`src/rtl/hostint_pkg.sv`:
```
package hostint_pkg;
  localparam int EVT_N = 11;
  localparam int CODE_W = 4;
  localparam logic [EVT_N-1:0] EVT_VALID = 11'h7E7;
  localparam logic [EVT_N-1:0] MASK_DEFAULT = EVT_VALID;
  localparam int CTRL_W = 8;
  localparam logic [CTRL_W-1:0] CTRL_RW = 8'hC2;
  localparam int HARD_BIT = 0;
  localparam int SOFT_BIT = 1;
  localparam int TS_BIT = 6;
  localparam int IEN_BIT = 7;

  typedef struct packed {
    logic wrCtrl;
    logic wrIsr;
    logic wrMask;
    logic rdCtrl;
    logic rdStat;
    logic rdIsr;
    logic rdMask;
  } strobe_t;

  function automatic logic [CODE_W-1:0] msgCode(input int idx);
    logic [CODE_W-1:0] c;
    c = '0;
    if ((idx >= 0 && idx <= 2) || (idx >= 5 && idx <= 8)) c = CODE_W'(idx + 4);
    else if (idx == 9) c = CODE_W'(0);
    else if (idx == 10) c = CODE_W'(1);
    return c;
  endfunction
endpackage

```
`src/rtl/hostint_ctrl.sv`:
```
module hostint_ctrl
  import hostint_pkg::*;
#(
  parameter int ADDR_W = 12,
  parameter logic [ADDR_W-1:0] CTRL_OFF = 12'h500,
  parameter logic [ADDR_W-1:0] STAT_OFF = 12'h510,
  parameter logic [ADDR_W-1:0] ISR_OFF = 12'h520,
  parameter logic [ADDR_W-1:0] MASK_OFF = 12'h528
) (
  input  logic              clk,
  input  logic              rstN,
  input  logic              busSel,
  input  logic              busWr,
  input  logic [ADDR_W-1:0] busAddr,
  output strobe_t           strb
);
  logic isWr, isRd;
  assign isWr = busSel & busWr;
  assign isRd = busSel & ~busWr;

  always_comb begin
    strb = '0;
    strb.wrCtrl = isWr && (busAddr == CTRL_OFF);
    strb.wrIsr  = isWr && (busAddr == ISR_OFF);
    strb.wrMask = isWr && (busAddr == MASK_OFF);
    strb.rdCtrl = isRd && (busAddr == CTRL_OFF);
    strb.rdStat = isRd && (busAddr == STAT_OFF);
    strb.rdIsr  = isRd && (busAddr == ISR_OFF);
    strb.rdMask = isRd && (busAddr == MASK_OFF);
  end

  // at most one register is addressed per access
  p_one_target_r2: assert property (@(posedge clk) disable iff (!rstN)
    $onehot0({strb.wrCtrl, strb.wrIsr, strb.wrMask, strb.rdCtrl,
              strb.rdStat, strb.rdIsr, strb.rdMask}));
endmodule

```
`src/rtl/hostint_dpath.sv`:
```
module hostint_dpath
  import hostint_pkg::*;
#(
  parameter int DATA_W = 32
) (
  input  logic              clk,
  input  logic              rstN,
  input  strobe_t           strb,
  input  logic [DATA_W-1:0] busWdata,
  input  logic [7:0]        devState,
  input  logic [7:0]        devSig,
  input  logic              devDmaMode,
  input  logic [EVT_N-1:0]  evtPulse,
  output logic [DATA_W-1:0] busRdata,
  output logic              irqReq,
  output logic [CODE_W-1:0] irqCode,
  output logic              softRstReq,
  output logic              tsDisable
);
  logic [CTRL_W-1:0] ctrlReg;
  logic [EVT_N-1:0]  isrReg, maskReg, pending;
  logic              hardWr;
  logic [EVT_N-1:0]  wrEvt;

  assign hardWr = strb.wrCtrl & busWdata[HARD_BIT];
  assign wrEvt  = busWdata[EVT_N-1:0];

  always_ff @(posedge clk or negedge rstN) begin
    if (!rstN) begin
      ctrlReg <= '0;
      isrReg  <= '0;
      maskReg <= MASK_DEFAULT;
    end else begin
      ctrlReg[HARD_BIT] <= hardWr;
      if (strb.wrCtrl)
        ctrlReg[CTRL_W-1:1] <= busWdata[CTRL_W-1:1] & CTRL_RW[CTRL_W-1:1];
      if (hardWr) begin
        isrReg  <= '0;
        maskReg <= '0;
      end else begin
        isrReg <= ((isrReg & ~(strb.wrIsr ? wrEvt : '0)) | evtPulse) & EVT_VALID;
        if (strb.wrMask) maskReg <= wrEvt & EVT_VALID;
      end
    end
  end

  assign pending    = isrReg & maskReg;
  assign irqReq     = ctrlReg[IEN_BIT] & (|pending);
  assign softRstReq = ctrlReg[SOFT_BIT];
  assign tsDisable  = ctrlReg[TS_BIT];

  always_comb begin
    irqCode = '0;
    for (int i = EVT_N - 1; i >= 0; i--)
      if (pending[i]) irqCode = msgCode(i);
  end

  always_comb begin
    busRdata = '0;
    if (strb.rdCtrl) busRdata = DATA_W'(ctrlReg);
    if (strb.rdStat) busRdata = DATA_W'({devDmaMode, devSig, devState});
    if (strb.rdIsr)  busRdata = DATA_W'(isrReg);
    if (strb.rdMask) busRdata = DATA_W'(maskReg);
  end

  // hard reset wipes status and mask and shows bit 0 for a cycle
  p_hard_wipe_r5: assert property (@(posedge clk) disable iff (!rstN)
    hardWr |=> (isrReg == '0 && maskReg == '0 && ctrlReg[HARD_BIT]));
  p_hard_selfclr_r5: assert property (@(posedge clk) disable iff (!rstN)
    (ctrlReg[HARD_BIT] && !hardWr) |=> !ctrlReg[HARD_BIT]);
  // every valid pulse is captured
  p_sticky_r6: assert property (@(posedge clk) disable iff (!rstN)
    (!hardWr && |evtPulse) |=>
      ((isrReg & $past(evtPulse & EVT_VALID)) == $past(evtPulse & EVT_VALID)));
  // written ones clear unless an event collides
  p_w1c_r7: assert property (@(posedge clk) disable iff (!rstN)
    (strb.wrIsr && !hardWr) |=> ((isrReg & $past(wrEvt & ~evtPulse)) == '0));
  // mask write keeps only defined bits
  p_mask_wr_r8: assert property (@(posedge clk) disable iff (!rstN)
    (strb.wrMask && !hardWr) |=> (maskReg == $past(wrEvt & EVT_VALID)));
endmodule

```
`src/rtl/hostint_regs.sv`:
```
module hostint_regs
  import hostint_pkg::*;
#(
  parameter int ADDR_W = 12,
  parameter int DATA_W = 32,
  parameter logic [ADDR_W-1:0] CTRL_OFF = 12'h500,
  parameter logic [ADDR_W-1:0] STAT_OFF = 12'h510,
  parameter logic [ADDR_W-1:0] ISR_OFF = 12'h520,
  parameter logic [ADDR_W-1:0] MASK_OFF = 12'h528
) (
  input  logic              clk,
  input  logic              rstN,
  input  logic              busSel,
  input  logic              busWr,
  input  logic [ADDR_W-1:0] busAddr,
  input  logic [DATA_W-1:0] busWdata,
  output logic [DATA_W-1:0] busRdata,
  input  logic [7:0]        devState,
  input  logic [7:0]        devSig,
  input  logic              devDmaMode,
  input  logic [10:0]       evtPulse,
  output logic              irqReq,
  output logic [3:0]        irqCode,
  output logic              softRstReq,
  output logic              tsDisable
);
  strobe_t strb;

  hostint_ctrl #(
    .ADDR_W(ADDR_W), .CTRL_OFF(CTRL_OFF), .STAT_OFF(STAT_OFF),
    .ISR_OFF(ISR_OFF), .MASK_OFF(MASK_OFF)
  ) uCtrl (
    .clk(clk), .rstN(rstN), .busSel(busSel), .busWr(busWr),
    .busAddr(busAddr), .strb(strb)
  );

  hostint_dpath #(.DATA_W(DATA_W)) uDpath (
    .clk(clk), .rstN(rstN), .strb(strb), .busWdata(busWdata),
    .devState(devState), .devSig(devSig), .devDmaMode(devDmaMode),
    .evtPulse(evtPulse), .busRdata(busRdata), .irqReq(irqReq),
    .irqCode(irqCode), .softRstReq(softRstReq), .tsDisable(tsDisable)
  );
endmodule

```
`config.mk`:
```
export PLATFORM = sky130hd
export DESIGN_NAME = hostint_regs
export DESIGN_NICKNAME = d
export VERILOG_FILES = /design/src/rtl/hostint_pkg.sv /design/src/rtl/hostint_ctrl.sv /design/src/rtl/hostint_dpath.sv /design/src/rtl/hostint_regs.sv
export SDC_FILE = /design/constraint.sdc
export NUM_CORES = 1
export LEC_CHECK = 0
export BUFFER_PORTS_ARGS = -buffer_cell sky130_fd_sc_hd__buf_4
export CORE_UTILIZATION = 40
export DETAILED_ROUTE_END_ITERATION = 10
export GPL_TIMING_DRIVEN = 0
export PLACE_DENSITY = 0.79
export SYNTH_ARGS = -nofsm -noshare
export SYNTH_HDL_FRONTEND = slang
export SYNTH_SLANG_ARGS = --single-unit
```
`constraint.sdc`:
```
create_clock -name clk -period 3.2 [get_ports clk]
set_input_delay 0 -clock clk [delete_from_list [all_inputs] [get_ports clk]]
set_output_delay 0 -clock clk [all_outputs]
set_load 0.02 [all_outputs]
```
# Word-level counts from Yosys, hierarchy flattened
# Index checks and enable logic that the tools add are counted.
[word_totals]
regBits = 26
input_bits = 76
wordCells = 45
[op_classes]
bitwise_logic = 9
eq_ne = 4
n_reduce_logical = 9
n_mux = 19
[ops]
columns = ["op", "n"]
rows = [
  ["2-to-1 mux 17 bit", 3],
  ["equality test 12 x 11 -> 1 bit, second input constant", 4],
  ["2-to-1 mux 11 bit", 4],
  ["2-to-1 mux 4 bit", 9],
  ["AND 11 bit", 2],
  ["inverter 11 bit", 1],
  ["bitwise OR 11 bit", 1],
  ["OR reduction 11 bit", 1],
  ["2-to-1 mux 8 bit", 1],
  ["logical AND 1 bit", 7],
  ["AND 1 bit", 4],
  ["2-to-1 mux 1 bit", 2],
  ["nonzero test 2 bit", 1],
  ["inverter 1 bit", 1],
]

# Logic depth before layout (Yosys ltp)
# Gate-level depths: netlist of the first run.
[depth]
depth_word = 12
depth_mapped = 6
ltp_nobuf = 4

# Modules after synthesis
# A second synthesis of the first run with hierarchy kept.
[hier_totals]
cells_unflattened = 179
hier_area_um2 = 1501.4
[by_module_without_submodules]
columns = ["mod", "cells_per_inst", "area_per_inst_um2", "n_inst"]
rows = [
  ["hostint_dpath", 164, 1380.1, 1],
  ["hostint_ctrl", 15, 121.4, 1],
]

# Worst setup path after synthesis of the first run
# Ideal clock, no wire load.
[synth_timing]
path_kind = "input to register"
startpoint = "in busAddr[0]"
endpoint = "reg uDpath.maskReg[0]"
required_time_ns = 3.121
arrival_time_ns = 1.435
setup_ns = 0.079
slack_ns = 1.686
cell_stages = 6
n_path_buf = 2
path_cell_list = "or4_4 -> buf_6 -> or4_4 -> buf_6 -> o22ai_1 -> nor2_1"
[synth_via]
elab_chain_len = 4
word_cells_on_any_way = 7
classes_between = "2 x eq/ne; 1 x mux; 1 x bitwise; 3 x reduce/logical"
[synth_rtl]
columns = ["item", "line_no", "source"]
rows = [
  ["from (decl)", "hostint_regs.sv:15", "input logic [ADDR_W-1:0] busAddr,"],
  ["equality test 12 x 11 -> 1 bit", "hostint_ctrl.sv:23", "strb.wrCtrl = isWr && (busAddr == CTRL_OFF);"],
  ["logical AND 1 bit", "hostint_ctrl.sv:23", ""],
  ["AND 1 bit", "hostint_dpath.sv:25", "assign hardWr = strb.wrCtrl & busWdata[HARD_BIT];"],
  ["2-to-1 mux 11 bit / nonzero test 2 bit (equally long branches)", "--", ""],
  ["to (signal assigned)", "hostint_dpath.sv:42", "if (strb.wrMask) maskReg <= wrEvt & EVT_VALID;"],
  ["to (decl)", "hostint_dpath.sv:21", "logic [EVT_N-1:0] isrReg, maskReg, pending;"],
]
# Parallel ways exist; a longest one is shown, timed or not.
# A chain may end at the register's enable or synchronous reset.

# Worst setup path in the final report of the first run
[layout_timing]
startpoint = "in busAddr[0]"
endpoint = "reg uDpath.isrReg[6]"
[layout_via]
elab_chain_len = 7
word_cells_on_any_way = 10
classes_between = "2 x eq/ne; 2 x mux; 4 x bitwise; 2 x reduce/logical"
[layout_rtl]
columns = ["item", "line_no", "source"]
rows = [
  ["equality test 12 x 11 -> 1 bit", "hostint_ctrl.sv:24", "strb.wrIsr = isWr && (busAddr == ISR_OFF);"],
  ["logical AND 1 bit", "hostint_ctrl.sv:24", ""],
  ["2-to-1 mux 11 bit", "hostint_dpath.sv:41", "isrReg <= ((isrReg & ~(strb.wrIsr ? wrEvt : '0)) | evtPulse) & EVT_VALID;"],
  ["inverter 11 bit", "hostint_dpath.sv:41", ""],
  ["AND 11 bit", "hostint_dpath.sv:41", ""],
  ["bitwise OR 11 bit", "hostint_dpath.sv:41", ""],
  ["2-to-1 mux 11 bit *", "hostint_dpath.sv:37", "if (hardWr) begin"],
  ["to (signal assigned)", "hostint_dpath.sv:41", ""],
  ["to (decl)", "hostint_dpath.sv:21", ""],
]
# Every way passes the cells marked *; elsewhere a longest branch is shown, timed or not.

==> results.md, run 1 <==
- Nets: 364
- RePlAce Congestion: 0.855
- Synth Area in Compound Gates: 0.165
- Drt total wl: 4420 um
- Most numerous cell in the Yosys netlist: nand2_1
- Post-DP HPWL: 3260 um
- Worst-case clock buffer depth: 2
- Fin Setup TNS: 0 ps
- H-tree levels: 1
- Period utilization: 0.676
- Vias: 1664
- IO Pins: 115
- Area leader, netlist: dfrtp_1
- Worst skew pair latency: 260 ps
- Crit path largest cell delay: 750 ps
- Worst setup SP type: input pin
- Switching power total: 150 uW
- Combinational Power Share: 0.192
- Post-Syn Area: 1600 um^2
- Synth warn: 0
- Run status: finished clean
- Max-cap violations: 0
- RSZ-0062 raised after global routing: no
- Synth top area share: 0.204
- Synth Area in Simple Gates: 0.254
- Setup Skew: 0 ps
- Number of global-route vias before repair: 1454
- Clock power frac: 0.390
- Measured slew at the worst slew-check pin: 919 ps
- Crit path max fanout: 8
- Initial core utilization: 0.426
- Flop pwr share: 0.418
- Antenna Violating Nets Remaining: 0
- Die H: 65.2 um
- TritonCTS clock tree: yes
- Worst Path Arrival: 2320 ps
- # DRC: 0
- Mux contribution to synthesized area: 0.103
- Slew Limit Fails: 0
- Avg WL per Cell: 13.2 um
- Xor/xnor share of the synthesized area: 0
- Layout cells sized above 1: 0.397
- Clock transition at the registers of the reported paths: 80 ps
- Commonest cells in the netlist: 25 x nand2_1, 17 x nor2_1, 15 x buf_4
- Main combinational cell family by area after synthesis: simple AND/OR/NAND/NOR gates
- Post-layout min period: 2160 ps
- Seq/Total Area, Yosys: 0.352
- Post-CTS Setup Repair Bufs: 0
- TritonRoute pass-1 iters: 4
- Post-synth top flop: dfrtp_1
- Mapped Cells: 184
- Core ar.: 3740 um^2
- Leakage: 0.00118 uW
- Largest net degree at the start of global routing: 23
- Resized Gates After CTS: 0
- Adder-Cell Fraction of Synth Area: 0
- GRT overflow: 0
- Layout area overhead: 53.5%
- Post-synth EDFFs: 0
- Ys async rst share: 1.00
- Diodes inserted: 0
- Cts bufs inserted: 3
- Starting DRT DRC Count: 32
- First-pass GRT wire length: 6780 um
- Critical Path RT: 3350 ps
- Total Routing Usage GR: 0.208
- Initial antenna violation count: 0
- WS Path Type: in -> reg
- Unique masters post-synth: 37
- Mean Syn Cell Area: 8.68 um^2
- Worst vdd ir: 0.329 mV
- FP Rows: 22
- Final hold violations: 0
- Max Clk Rate: 462 MHz
- CP max stage cell: nor4_2
- Crit. End Element: flop
- # fillers: 337
- Yosys reg bits: 22
- Pwr dens: 272 nW/um^2
- Area of the die: 4250 um^2
- Max-slew headroom: 0.381
- Net Sw Frac: 0.225
- CP cell instances: buf_4 -> or4_4 -> buf_6 -> nor4_2 -> a311oi_1 -> dlygate4sd3_1
- # setup viols final: 0
- Buffers on Ports: 72
- Top post-synthesis cells by area: dfrtp_1 20%, dfstp_2 15%, mux2i_1 8.2%
- CTS sink count: 22
- Hold slack: 0.219 ps
- Vias per std cell: 4.97
- Cell Int Power: 517 uW
- Root buf cell: clkbuf_8
- Final core occ: 0.655
- Die W: 65.2 um
- Min-Delay Path Class: in -> reg
stage by stage:
step	worst slack, ps	instances	total power, uW	cell area (um^2)
after floorplan	1690	198	340	1650
after global placement	1260	318	400	2250
after detailed placement	1230	318	402	2250
after CTS	999	335	669	2450
after global routing	878	335	693	2450
final	1040	335	667	2450
metal layers:
| metal | GRT usage | vias to the layer above | wire length, um |
|---|---|---|---|
| met5 | 0 | - | 0 |
| met4 | 0.0326 | 0 | 15 |
| met3 | 0.0451 | 2 | 358 |
| met2 | 0.358 | 67 | 2250 |
| met1 | 0.271 | 764 | 1800 |
| li1 | - | 831 | - |
cells in the final DEF, fill, tap and decap left out, types with 9 or more instances in the layout:
master and count:
buf_4 87, nand2_1 25, nor2_1 17, conb_1 15, mux2i_1 13, dlygate4sd3_1 13, dfrtp_1 13, inv_1 10
dfstp_2 9
worst max-delay path, delay by kind of cell:
family	cells	cell delay (ps)
AO/OA/AOI/OAI	1	190
buffers and inverters	3	850
AND/OR/NAND/NOR	2	1270
cells by family after synthesis:
| logic type | Yosys count |
|---|---|
| AND/OR/NAND/NOR | 74 |
| AO/OA/AOI/OAI | 38 |
| buffers and inverters | 33 |
| flip-flops | 22 |
| multiplexers | 16 |
| other | 1 |
registers in the layout, indices dropped and copies added, names as in the netlist:
signal,cells
uDpath.isrReg,9
uDpath.maskReg,9
uDpath.ctrlReg,4
power by group through the flow:
stage | logic, uW | registers [uW] | clock network, uW
3_5_place_dp | 118 | 284 | 0
5_1_grt | 138 | 279 | 276
4_1_cts | 128 | 279 | 262
2_1_floorplan | 56.4 | 284 | 0
6_report | 128 | 279 | 260
3_3_place_gp | 116 | 284 | 0
final timing paths:
path                                                from                       endpoint  slack (ps)  depth (start not counted)
setup reg to reg              uDpath.isrReg[7]$_DFF_PN0_     uDpath.isrReg[7]$_DFF_PN0_        1910                          3
hold reg to reg            uDpath.maskReg[5]$_DFFE_PN1P_  uDpath.maskReg[5]$_DFFE_PN1P_         490                          2
min in group asynchronous                           rstN     uDpath.isrReg[0]$_DFF_PN0_         160                          2
setup / recovery                              busAddr[0]     uDpath.isrReg[6]$_DFF_PN0_        1040                          6
hold / removal                               evtPulse[8]     uDpath.isrReg[8]$_DFF_PN0_         0.2                          3
max in group asynchronous                           rstN  uDpath.maskReg[1]$_DFFE_PN1P_        2760                          2
cell type report:
| cell class | count | area, um^2 | area share |
|---|---|---|---|
| clock buffer | 3 | 41.3 | 0.0168 |
| timing repair buffer | 85 | 671 | 0.274 |
| clock inverter | 1 | 30.0 | 0.0123 |
| buffer | 23 | 160 | 0.0653 |
| sequential | 22 | 562 | 0.229 |
| multi-input combinational | 143 | 890 | 0.363 |
| inverter | 10 | 37.5 | 0.0153 |
| tap | 48 | 60.1 | 0.0245 |
repair_timing:
item / in CTS / in global routing
endpoints found under the hold margin: 39 / 0
setup endpoints to repair: 0 / 0
hold buffers: 13 / 0
(Power assumes the default switching activity.)
==> run 2, diff against run 1 <==
- clock period: 3.2 -> 2.25 ns (I/O delays scaled with it)
==> run 2 against run 1 <==
The run now ends with negative hold slack left. Routed wire length fell by 0.54%. Count of clock-buffer cells in the layout is the same. Sequential cell count did not move. Combinational power increased by 43%. Die area is the same. Cell count is the same. Cell area increased by 0.36%. Critical endpoint is now uDpath.isrReg[7]$_DFF_PN0_.
==> results.md, run 2 (synthesis results as in run 1) <==
- H-tree levels: 1
- WS Path Type: in -> reg
- Measured slew at the worst slew-check pin: 917 ps
- Largest regs: uDpath.isrReg x9, uDpath.maskReg x9, uDpath.ctrlReg x4
- Die W: 65.2 um
- Root buf cell: clkbuf_8
- Crit. End Element: flop
- # setup viols final: 0
- Slew Limit Fails: 0
- RSZ-0062 raised after global routing: no
- Initial antenna violation count: 0
- Nets: 364
- Final core occ: 0.657
- Max-cap violations: 0
- Top delay family on crit path: buffers and inverters
- Critical Path RT: 2400 ps
- Largest net degree at the start of global routing: 23
- RePlAce Congestion: 0.855
- Max-slew headroom: 0.383
- Worst vdd ir: 0.469 mV
- Worst skew pair latency: 260 ps
- Failing checks: negative hold slack
- Layout area overhead: 54.1%
- Total Power: 951 uW
- Max Clk Rate: 504 MHz
- Cts bufs inserted: 3
- Vias per std cell: 4.98
- TritonRoute pass-1 iters: 4
- IO Pins: 115
- Min-Delay Path Class: in -> reg
- Avg WL per Cell: 13.1 um
- Core ar.: 3740 um^2
- Period utilization: 0.882
- # fillers: 336
- Hold slack: -0.476 ps
- Layout cells sized above 1: 0.397
- Fin Setup TNS: 0 ps
- Vias: 1667
- CTS sink count: 22
- CP cell instances: buf_4 -> or4_4 -> buf_6 -> nor4_2 -> and3_1 -> buf_2 -> a311oi_1 -> dlygate4sd3_1
- Area of the die: 4250 um^2
- Most common cell after layout, fill and taps aside: buf_4
- Worst-case clock buffer depth: 2
- Crit path max fanout: 9
- First-pass GRT wire length: 6780 um
- Die H: 65.2 um
- CP max stage cell: dlygate4sd3_1
- Post-DP HPWL: 3260 um
- Post-layout min period: 1980 ps
- Drt total wl: 4400 um
- Worst Path Arrival: 2140 ps
- GRT overflow: 0
- Pwr dens: 387 nW/um^2
- Diodes inserted: 0
- Commonest cells after routing, fill and taps aside: 87 x buf_4, 25 x nand2_1, 17 x nor2_1
- Number of global-route vias before repair: 1454
- Run status: finished with violations
- Clock transition at the registers of the reported paths: 80 ps
- Worst setup SP type: input pin
- Starting DRT DRC Count: 47
- # DRC: 0
- Leakage: 0.00119 uW
- Antenna Violating Nets Remaining: 0
- Total Routing Usage GR: 0.208
- TritonCTS clock tree: yes
- Setup Skew: 0 ps
- Crit path largest cell delay: 580 ps
- FP Rows: 22
- Final hold violations: 1
- Initial core utilization: 0.426
- Buf/Inv on CP: 4
- Buffers on Ports: 72
## run 2: cell count changes in the layout (fill, tap and decap cells not counted)
cell | previous run | this run
nor4_2 | 2 | 1
nor4_4 | 0 | 1
## run 2: power breakdown
group | switching, uW | internal [uW]
clock | 133 | 238
sequential | 0.273 | 396
combinational | 81.9 | 101
total | 215 | 736
## run 2: repair_timing
item / CTS / global route
endpoints found under the setup margin: 0 / 3
resized for setup: 0 / 1
setup buffers: 0 / 0
hold endpoints to repair: 39 / 0
hold buffers: 13 / 0
## run 2: worst paths after layout
check	cells after the start	start	end	slack (ps)
hold / removal	3	evtPulse[8]	uDpath.isrReg[8]$_DFF_PN0_	-0.5
setup / recovery	8	busAddr[0]	uDpath.isrReg[7]$_DFF_PN0_	270
max in group asynchronous	2	rstN	uDpath.maskReg[6]$_DFFE_PN1P_	1810
min in group asynchronous	2	rstN	uDpath.isrReg[0]$_DFF_PN0_	160
hold reg to reg	2	uDpath.maskReg[5]$_DFFE_PN1P_	uDpath.maskReg[5]$_DFFE_PN1P_	480
setup reg to reg	3	uDpath.isrReg[7]$_DFF_PN0_	uDpath.isrReg[7]$_DFF_PN0_	960
## run 2: layer usage
metal,track usage,vias up,share of wire
met3,0.0451,2,0.073
met4,0.0326,0,0.0034
met1,0.271,761,0.42
met5,0,-,0
li1,-,833,-
met2,0.358,71,0.51
## run 2: per-stage QoR
step | cells | worst slack [ps] | area, um^2
final | 335 | 265 | 2460
after global routing | 335 | 175 | 2460
after CTS | 335 | 49.4 | 2450
after detailed placement | 318 | 279 | 2250
after global placement | 318 | 308 | 2250
after floorplan | 198 | 736 | 1650
## run 2: final cells by class
| type | count | area (um^2) | share of cell area |
|---|---|---|---|
| sequential | 22 | 562 | 0.228 |
| inverter | 10 | 37.5 | 0.0153 |
| multi-input combinational | 143 | 898 | 0.365 |
| clock buffer | 3 | 41.3 | 0.0168 |
| clock inverter | 1 | 30.0 | 0.0122 |
| buffer | 23 | 160 | 0.0651 |
| tap | 48 | 60.1 | 0.0244 |
| timing repair buffer | 85 | 671 | 0.273 |
## run 2: tightest hold or removal path, stage by stage
cell      delay [ps]
buf_4            110
inv_1             40
a311oi_1          70
